$ cat src/rtl/reqdma_pkg.sv
package reqdma_pkg;
  typedef enum logic [3:0] {
    ST_IDLE, ST_DM, ST_DC, ST_DS, ST_DO, ST_DD, ST_DX,
    ST_MA, ST_MB, ST_MC, ST_R1, ST_R2, ST_R3, ST_WR, ST_WB
  } st_e;

  typedef enum logic [1:0] {OP_COPY, OP_IMM, OP_ADDMM, OP_ADDIM} op_e;

  typedef struct packed {
    logic [2:0] mult_n;
    logic       mult;
    logic       irq_en;
    logic       burst;
    logic       dst_inc;
    logic       src_inc;
    op_e        op;
    logic       wide;
  } mode_t;
endpackage

$ cat src/rtl/reqdma_pend.sv
module reqdma_pend (
  input  logic clk,
  input  logic rst_n,
  input  logic req_i,
  input  logic take_i,
  output logic pend_o
);
  always_ff @(posedge clk or negedge rst_n) begin
    if (!rst_n) pend_o <= 1'b0;
    else        pend_o <= (pend_o && !take_i) || req_i;
  end
endmodule

$ cat src/rtl/reqdma_step.sv
module reqdma_step #(
  parameter int AW = 16
) (
  input  logic [AW-1:0] addr_i,
  input  logic          en_i,
  input  logic          wide_i,
  output logic [AW-1:0] addr_o
);
  localparam logic [AW-1:0] STEP_W = AW'(2);
  localparam logic [AW-1:0] STEP_B = AW'(1);
  assign addr_o = en_i ? addr_i + (wide_i ? STEP_W : STEP_B) : addr_i;
endmodule

$ cat src/rtl/reqdma_alu.sv
module reqdma_alu #(
  parameter int DW = 16
) (
  input  logic          wide_i,
  input  logic [DW-1:0] a_i,
  input  logic [DW-1:0] b_i,
  output logic [DW-1:0] y_o
);
  localparam int HW = DW / 2;
  logic [DW-1:0] full;
  logic [HW-1:0] half;
  assign full = a_i + b_i;
  assign half = a_i[HW-1:0] + b_i[HW-1:0];
  assign y_o  = wide_i ? full : {{(DW-HW){1'b0}}, half};
endmodule

$ cat src/rtl/reqdma_engine.sv
module reqdma_engine
  import reqdma_pkg::*;
#(
  parameter int            AW        = 16,
  parameter logic [AW-1:0] DESC_BASE = '0
) (
  input  logic          clk,
  input  logic          rst_n,
  input  logic          req,
  output logic          mem_rd,
  output logic          mem_wr,
  output logic [AW-1:0] mem_addr,
  output logic [15:0]   mem_wdata,
  output logic          mem_wide,
  input  logic [15:0]   mem_rdata,
  output logic          irq_end,
  output logic          irq_mask,
  output logic          cfg_err
);
  localparam int            DW     = 16;
  localparam int            MW     = $bits(mode_t);
  localparam logic [AW-1:0] A_CNT  = DESC_BASE + AW'(2);
  localparam logic [AW-1:0] A_SRC  = DESC_BASE + AW'(4);
  localparam logic [AW-1:0] A_OPD  = DESC_BASE + AW'(6);
  localparam logic [AW-1:0] A_DST  = DESC_BASE + AW'(8);
  localparam logic [AW-1:0] PAIR_W = AW'(4);

  st_e           st;
  mode_t         md;
  logic [DW-1:0] cnt, src_r, acc;
  logic [AW-1:0] opd, dst, ptr;
  logic [2:0]    left;
  logic [1:0]    wbi;
  logic          pend, take;
  op_e           opx;
  logic          burst_x, irq_x;
  logic [DW-1:0] alu_a, alu_b, alu_y;
  logic [AW-1:0] a_cur [3];
  logic [AW-1:0] a_nxt [3];
  logic          a_en  [3];

  assign opx     = md.mult ? OP_COPY : md.op;
  assign burst_x = md.burst && !md.mult;
  assign irq_x   = md.irq_en && !md.mult;
  assign take    = (st == ST_IDLE) && pend;

  reqdma_pend u_pend (.clk(clk), .rst_n(rst_n), .req_i(req), .take_i(take), .pend_o(pend));

  assign a_cur[0] = src_r[AW-1:0];
  assign a_cur[1] = opd;
  assign a_cur[2] = dst;
  assign a_en[0]  = md.src_inc && (opx == OP_COPY || opx == OP_ADDMM);
  assign a_en[1]  = md.src_inc && (opx == OP_ADDMM);
  assign a_en[2]  = md.dst_inc;

  for (genvar g = 0; g < 3; g++) begin : g_step
    reqdma_step #(.AW(AW)) u_step (
      .addr_i(a_cur[g]), .en_i(a_en[g]), .wide_i(md.wide), .addr_o(a_nxt[g])
    );
  end

  always_comb begin
    alu_a = mem_rdata;
    alu_b = '0;
    if (st == ST_R1) alu_a = src_r;
    if (st == ST_R3) begin
      alu_a = acc;
      alu_b = mem_rdata;
    end
    if (st == ST_R2 && opx == OP_ADDIM) alu_b = src_r;
  end

  reqdma_alu #(.DW(DW)) u_alu (.wide_i(md.wide), .a_i(alu_a), .b_i(alu_b), .y_o(alu_y));

  always_comb begin
    mem_rd    = 1'b0;
    mem_wr    = 1'b0;
    mem_addr  = '0;
    mem_wdata = '0;
    mem_wide  = (st == ST_WR) ? md.wide : 1'b1;
    unique case (st)
      ST_DM: begin mem_rd = 1'b1; mem_addr = DESC_BASE; end
      ST_DC: begin mem_rd = 1'b1; mem_addr = A_CNT; end
      ST_DS: begin mem_rd = 1'b1; mem_addr = A_SRC; end
      ST_DO: begin mem_rd = 1'b1; mem_addr = A_OPD; end
      ST_DD: begin mem_rd = 1'b1; mem_addr = A_DST; end
      ST_MA: begin mem_rd = 1'b1; mem_addr = ptr; end
      ST_MB: begin mem_rd = 1'b1; mem_addr = ptr + AW'(2); end
      ST_R1: if (opx != OP_IMM) begin
        mem_rd   = 1'b1;
        mem_addr = (opx == OP_ADDIM) ? opd : src_r[AW-1:0];
      end
      ST_R2: if (opx == OP_ADDMM) begin mem_rd = 1'b1; mem_addr = opd; end
      ST_WR: begin mem_wr = 1'b1; mem_addr = dst; mem_wdata = acc; end
      ST_WB: begin
        mem_wr   = 1'b1;
        mem_addr = A_CNT + AW'({wbi, 1'b0});
        case (wbi)
          2'd0:    mem_wdata = cnt;
          2'd1:    mem_wdata = src_r;
          2'd2:    mem_wdata = DW'(opd);
          default: mem_wdata = DW'(dst);
        endcase
      end
      default: ;
    endcase
  end

  assign irq_mask = burst_x && !(st inside {ST_IDLE, ST_DM, ST_DC});

  always_ff @(posedge clk or negedge rst_n) begin
    if (!rst_n) begin
      st      <= ST_IDLE;
      md      <= '0;
      cnt     <= '0;
      src_r   <= '0;
      acc     <= '0;
      opd     <= '0;
      dst     <= '0;
      ptr     <= '0;
      left    <= '0;
      wbi     <= '0;
      irq_end <= 1'b0;
      cfg_err <= 1'b0;
    end else begin
      irq_end <= 1'b0;
      cfg_err <= 1'b0;
      unique case (st)
        ST_IDLE: if (pend) st <= ST_DM;
        ST_DM:   st <= ST_DC;
        ST_DC:   begin md <= mode_t'(mem_rdata[MW-1:0]); st <= ST_DS; end
        ST_DS:   begin cnt <= mem_rdata; st <= ST_DO; end
        ST_DO:   begin src_r <= mem_rdata; st <= ST_DD; end
        ST_DD:   begin opd <= mem_rdata[AW-1:0]; st <= ST_DX; end
        ST_DX: begin
          dst <= mem_rdata[AW-1:0];
          if (md.mult) begin
            if (md.mult_n == 3'd0) begin
              cfg_err <= 1'b1;
              st      <= ST_IDLE;
            end else begin
              left <= md.mult_n;
              ptr  <= A_SRC;
              st   <= ST_MA;
            end
          end else if (cnt == '0) st <= ST_IDLE;
          else                    st <= ST_R1;
        end
        ST_MA: st <= ST_MB;
        ST_MB: begin src_r <= mem_rdata; st <= ST_MC; end
        ST_MC: begin dst <= mem_rdata[AW-1:0]; st <= ST_R1; end
        ST_R1: if (opx == OP_IMM) begin acc <= alu_y; st <= ST_WR; end
               else st <= ST_R2;
        ST_R2: begin
          acc <= alu_y;
          st  <= (opx == OP_ADDMM) ? ST_R3 : ST_WR;
        end
        ST_R3: begin acc <= alu_y; st <= ST_WR; end
        ST_WR: begin
          src_r <= DW'(a_nxt[0]);
          opd   <= a_nxt[1];
          dst   <= a_nxt[2];
          if (md.mult) begin
            left <= left - 3'd1;
            ptr  <= ptr + PAIR_W;
            st   <= (left == 3'd1) ? ST_IDLE : ST_MA;
          end else begin
            cnt <= cnt - DW'(1);
            wbi <= '0;
            st  <= (burst_x && cnt != DW'(1)) ? ST_R1 : ST_WB;
          end
        end
        ST_WB: begin
          wbi <= wbi + 2'd1;
          if (wbi == 2'd3) begin
            irq_end <= irq_x && (cnt == '0);
            st      <= ST_IDLE;
          end
        end
        default: st <= ST_IDLE;
      endcase
    end
  end
endmodule

$ cat config.mk
export PLATFORM = sky130hd
export DESIGN_NAME = reqdma_engine
export DESIGN_NICKNAME = d
export VERILOG_FILES = /design/src/rtl/reqdma_pkg.sv /design/src/rtl/reqdma_pend.sv /design/src/rtl/reqdma_step.sv /design/src/rtl/reqdma_alu.sv /design/src/rtl/reqdma_engine.sv
export SDC_FILE = /design/constraint.sdc
export NUM_CORES = 1
export LEC_CHECK = 0
export ABC_AREA = 1
export BUFFER_PORTS_ARGS = -buffer_cell sky130_fd_sc_hd__buf_4
export CAP_MARGIN = 5
export CORE_MARGIN = 4
export CORE_UTILIZATION = 50
export DETAILED_ROUTE_END_ITERATION = 10
export PLACE_DENSITY = 0.77
export REMOVE_ABC_BUFFERS = 1
export SLEW_MARGIN = 20
export SYNTH_ARGS = -nofsm -noshare
export SYNTH_HDL_FRONTEND = slang
export SYNTH_SLANG_ARGS = --single-unit
$ cat constraint.sdc
create_clock -name clk -period 3.47 [get_ports clk]
set_input_delay 0.694 -clock clk [delete_from_list [all_inputs] [get_ports clk]]
set_output_delay 0.694 -clock clk [all_outputs]
set_load 0.01 [all_outputs]
* Word level (Yosys, flattened, before mapping)
Index checks and enable logic that the tools add are counted.
** Operators by class
- Add/sub/neg operators :: 11
- Equality and inequality tests :: 33
- Multiplexer cells :: 54
- Reductions and logical operators :: 41
** Operators with widths (count)
- 16-bit two-way mux :: 16
- 16-bit case mux with 2 select lines :: 7
- 16-bit case mux with 10 select lines :: 1
- 16-bit adder :: 4
- 4-bit case mux with 15 select lines :: 1
- 16-bit case mux with 3 select lines :: 1
- 4-bit == test (second input constant) :: 7
- 3-bit two-way mux :: 7
- 4-bit two-way mux :: 5
- 16-bit by 2-bit adder with 16-bit output (second input constant) :: 1
- 16-bit by 3-bit adder with 16-bit output (second input constant) :: 1
- 4-bit by 3-bit == test with 1-bit output (second input constant) :: 4
- 16-bit zero test :: 1
- 16-bit by 1-bit inequality test with 1-bit output (second input constant) :: 1
- 16-bit by 1-bit subtractor with 16-bit output (second input constant) :: 1
- 2-bit AND reduction :: 7
- 2-bit nonzero test :: 7
- 2-bit inequality test (second input constant) :: 6
- 1-bit logical AND :: 10
- 1-bit two-way mux :: 10
- 2-bit by 1-bit inequality test with 1-bit output (second input constant) :: 5
- 8-bit adder :: 1
- 2-bit == test (second input constant) :: 4
- 4-bit by 2-bit == test with 1-bit output (second input constant) :: 2
- 19 further kinds :: 29
** Word-level totals
- Register bits :: 119
- Input port bits :: 19
- Output and inout bits :: 38
- Word-level logic and storage cells :: 159

* Longest topological paths before layout
- Word-level depth :: 8
- Mapped depth :: 20
- Mapped depth without buffers :: 18

* Modules after synthesis
A second synthesis with hierarchy kept.
** Unflattened totals
- Cells, all modules :: 1554
- Area, all modules :: 9945.8 um^2
** Modules (own cells, without submodules)
- reqdma_engine :: times used 1, cells an instance 1059, area each 7310.8 um^2, seq. area each 2902.8 um^2
- reqdma_step (g_step[0].u_step ...) :: times used 2, cells an instance 99, area each 534.3 um^2, seq. area each 0.0 um^2
- reqdma_alu :: times used 1, cells an instance 194, area each 984.7 um^2, seq. area each 0.0 um^2
- reqdma_step (g_step[2].u_step) :: times used 1, cells an instance 98, area each 541.8 um^2, seq. area each 0.0 um^2
- reqdma_pend :: times used 1, cells an instance 5, area each 40.0 um^2, seq. area each 25.0 um^2

* Least setup slack after synthesis
Ideal clock, no wire load.
- Path kind :: flip-flop to flip-flop
- From :: register md[7] in the netlist's numbering
- To :: register acc[14]
- Setup time :: 0.117 ns
- Arrival :: 2.831 ns
- Required time :: 3.353 ns
- Setup slack :: 0.521 ns
- Cell stages (with the launch flop) :: 21
- Buffers on the path :: 2
- Clock period less this slack :: 2.949 ns
- Cells stage by stage :: dfrtp_1 > buf_2 > inv_2 > nand2_1 > nor2_1 > inv_1 > nor2_1 > inv_2 > buf_2 > o22ai_1 > ha_1 > inv_1 > fa_1 > o21ai_0 > nand2_1 > nand2_1 > nand2_1 > nand2_1 > nand2_1 > nand3_1 > nand2_1
** On the way
- Cells in the longest elaborated chain, start to end :: 8
- Elaborated cells on any way between the ends :: 11
- Those cells by class :: 1 x add/sub; 3 x eq/ne; 5 x mux; 2 x reduce/logical
** RTL lines
- start: declaration :: line reqdma_engine.sv:29 : mode_t md;
- start signal: assignment :: line reqdma_engine.sv:114 : md <= '0;
- start signal: assignment :: line reqdma_engine.sv:131 : ST_DC: begin md <= mode_t'(mem_rdata[MW-1:0]); st <= ST_DS; end
- 2-bit two-way mux * :: line reqdma_engine.sv:42 : assign opx = md.mult ? OP_COPY : md.op;
- 2-bit == test :: line reqdma_engine.sv:70 : if (st == ST_R2 && opx == OP_ADDIM) alu_b = src_r;
- 1-bit logical AND :: line reqdma_engine.sv:70
- 16-bit two-way mux :: line reqdma_engine.sv:70
- 16-bit adder :: line reqdma_alu.sv:12 : assign full = a_i + b_i;
- 16-bit two-way mux :: line reqdma_alu.sv:14 : assign y_o = wide_i ? full : {{(DW-HW){1'b0}}, half};
- 16-bit two-way mux :: line reqdma_engine.sv:152 : ST_R1: if (opx == OP_IMM) begin acc <= alu_y; st <= ST_WR; end
- 16-bit case mux with 2 select lines :: line reqdma_engine.sv:128 : unique case (st)
- end signal: assignment :: line reqdma_engine.sv:155 : acc <= alu_y;
- end: declaration :: line reqdma_engine.sv:30 : logic [DW-1:0] cnt, src_r, acc;
Every way passes the cells marked *; elsewhere a longest branch is shown, timed or not. The select of a mux whose other input is x is not followed.
A chain may end at the register's enable or synchronous reset.

* Worst setup path after layout
- From :: register st[2]
- To :: output mem_addr[10]
** On the way
- Cells in the longest elaborated chain, start to end :: 2
- Elaborated cells on any way between the ends :: 11
- Those cells by class :: 10 x eq/ne; 1 x mux
** RTL lines
- start: declaration :: line reqdma_engine.sv:28 : st_e st;
- start signal: assignment :: line reqdma_engine.sv:156 : st <= (opx == OP_ADDMM) ? ST_R3 : ST_WR;
- start signal: assignment :: line reqdma_engine.sv:166 : st <= (left == 3'd1) ? ST_IDLE : ST_MA;
- start signal: assignment :: line reqdma_engine.sv:170 : st <= (burst_x && cnt != DW'(1)) ? ST_R1 : ST_WB;
- 4-bit == test (tied with other cells) :: line reqdma_engine.sv:81 : unique case (st)
- 16-bit case mux with 10 select lines * :: line reqdma_engine.sv:81
- end: declaration :: line reqdma_engine.sv:12 : output logic [AW-1:0] mem_addr,
Every way passes the cells marked *; elsewhere a longest branch is shown, timed or not.

==> out/metrics.csv <==
metric;value;unit
Nets;1480;
Initial Utilization;0.512;
dpl hpwl;24000;um
ys flop type;dfrtp_1;
Max Cap Viol;0;
drt first pass iters;5;
die area;20700;sq um
skew final;0.0110;ns
CTS tree;built;
Distinct cells, synth;48;
RSZ-0062 raised after global routing;no;
P&R area growth vs syn;14.3;%
crit-path cells;inv_1 -> nand2_1 -> nor2_2 -> a21oi_2 -> o221ai_1 -> buf_4;
Num Clock Sinks;117;
fill cell total of the finished layout;1723;
min Tclk post-route;3.39;ns
endpoints failing setup;0;
WS Path Type;flip-flop to output port;
Worst setup EP type;output port;
initial antenna violation count;0;
post-synthesis async set-or-reset flop share;1.00;
RR Endpoint;acc[8];
register area share after synthesis;0.318;
grt ovf;0;
worst reg2reg startpoint;st[0];
Core Area;18000;sq um
crit-path leading delay family;compound AO/OA/AOI/OAI gates;
GP Congestion;0.969;
xor and xnor area share after synthesis;0.0209;
Remaining DRCs;0;
Mapped Area;9220;sq um
Clk Latency, worst-skew pair;0.43;ns
CTS max path bufs;2;
CTS Hold Bufs;0;
post-synthesis compound-gate area fraction;0.190;
VDD IR max;550;uV
leakage power;5.10;nW
buffer and inverter count on the worst path;2;
pwr dens;867;nW/um^2
die height;144;um
Worst-path clk slew;0.06;ns
Die W;144;um
Port-buffer cells;56;
multiplexer share of the synthesized area;0;
worst-margin pin slew;0.898;ns
Ys Warns;0;
Synth Area in Adders;0.0508;
Fin. Hold Viols;0;
worst hold path type;primary input to asynchronous set/reset pin;
status;completed;
n_diodes;0;
DP Area;9870;sq um
WL final;31800;um
R2R depth;17;
All-Layer GR Usage;0.313;
number of global-route vias before repair;9287;
largest net degree at the start of global routing;93;
post-route ant nets;0;
EDFF count, synth;0;
Synth Area in Simple Gates;0.317;
largest family of logic cells by synthesized area;simple AND/OR/NAND/NOR gates;
initial drt markers;1131;
max_slew headroom;0.401;
drt via density;5.99;
drt wl/cell;19.1;um
Seq cells post-synth;117;
Root Buffer;clkbuf_16;
slowest stage delay, CP;0.67;ns
Post-Synthesis Cells;1378;
multi-input logic area;5340;sq um
row cnt;49;
Max Fanout on Critical Path;15;
final setup TNS;0;ns
Crit. Startpoint;st[2];
fin crit share;0.978;
Num CTS Buffers;17;
Design Area, Final;10500;sq um
post-route core utilization;0.585;
Via Count;9989;
global-route wire length before repair;50100;um
synthesized area per cell;6.69;sq um
Fmax achieved;295;MHz
layout cells sized above 1;0.0959;
WP data required;2.78;ns
Pins Over Slew Limit;0;
FF/Latch Area;2930;sq um
Critical Path Start Type;flip-flop;
Worst EP arrival;2.70;ns
I/O pin count;57;
CP max-delay cell;nor2_2;
number of H-tree levels;4;
FF-to-FF setup slack;0.37;ns
-- through the flow --
stage	hold WS (ns)	cells	setup WS, ns	power [mW]
floorplan	0.398	1329	-0.0793	5.41
global placement	0.465	1636	0.386	6.89
detailed placement	0.478	1636	0.311	6.97
CTS	0.346	1668	0.183	9.02
global route	0.362	1668	0.00785	9.77
finish	0.322	1668	0.0780	9.14
-- power by group --
| part | internal (mW) | total (mW) | switching, mW |
|---|---|---|---|
| logic | 1.49 | 4.43 | 2.94 |
| registers | 1.93 | 2.68 | 0.746 |
| clock network | 1.37 | 2.03 | 0.659 |
-- final cells by class --
cell class / count / share of cell area
Multi-Input combinational cell: 1029 / 0.507
Timing Repair Buffer: 78 / 0.0591
Tap cell: 229 / 0.0272
Clock inverter: 8 / 0.0159
Sequential cell: 117 / 0.278
Clock buffer: 24 / 0.0476
Inverter: 183 / 0.0657
-- routing by layer --
metal  track usage  part of all wire  vias to the layer above
met5             0                 0                        -
met4         0.115             0.035                        0
met3        0.0759              0.11                       76
met2         0.485              0.44                      551
met1         0.426              0.41                     4668
li1              -                 -                     4694
-- synth_stat cells, drive strengths merged (18+ instances only) --
cell type / n / share of area
nand2: 351 / 0.15
nor2: 184 / 0.078
inv: 183 / 0.075
dfrtp: 117 / 0.32
o21ai: 91 / 0.052
nand3: 86 / 0.051
a21oi: 76 / 0.042
buf: 33 / 0.023
ha: 31 / 0.042
nor3: 31 / 0.017
o221ai: 31 / 0.029
a31oi: 26 / 0.018
nand4: 24 / 0.016
xor2: 18 / 0.017
-- logic make-up (layout without fill, tap and decap cells) --
family,count (synthesis),after routing
AO/OA/AOI/OAI,284,284
XOR/XNOR,22,22
adder cells (fa/ha/maj),35,35
buffers and inverters,232,293
flip-flops,117,117
AND/OR/NAND/NOR,688,688
-- cell usage in the layout, fill, tap and decap left out, drive strengths merged, types with 3 or more instances in the layout --
cell type and instances:
nor3 31, dfrtp 117, o21bai 3, a31oi 26, o221ai 31, a21oi 76, xor2 18, ha 31
bufinv 5, buf 78, a22o 7, nand4 24, o21a 6, xnor2 4, nand3 86, nand3b 4
nor4 5, o2111ai 4, o22ai 16, nor2 184, inv 183, fa 4, a22oi 6, o21ai 91
clkbuf 24, nand2 351, o211ai 14
-- registers in the layout (all words and copies together) (netlist names), 3 cells and up --
signal	flops
dst	16
src_r	16
md	10
cnt	16
opd	16
ptr	14
left	3
st	4
acc	16
-- worst max-delay path by stage --
stage / endpoint / slack (ns) / cells past startpoint
finish: mem_addr[10] / 0.08 / 6
global route: mem_addr[7] / 0.008 / 6
CTS: mem_addr[7] / 0.18 / 6
detailed placement: acc[14] / 0.31 / 17
global placement: acc[14] / 0.39 / 17
floorplan: cnt[3] / -0.08 / 8
-- timing repair --
item,4_1_cts,5_1_grt
resized for setup,0,1
endpoints found under the setup margin,0,4
hold endpoints to repair,0,0
setup buffers,0,0
-- worst register-to-register path: cells and delay by family, from the launching register on --
family	cells	cell delay, ns
buffers and inverters	3	0.36
DFF	1	0.50
and+or+nand+nor	10	1.09
AOI/OAI and AO/OA	2	0.44
adders and majority gates	2	0.60
Power figures use the tool's default switching activity.
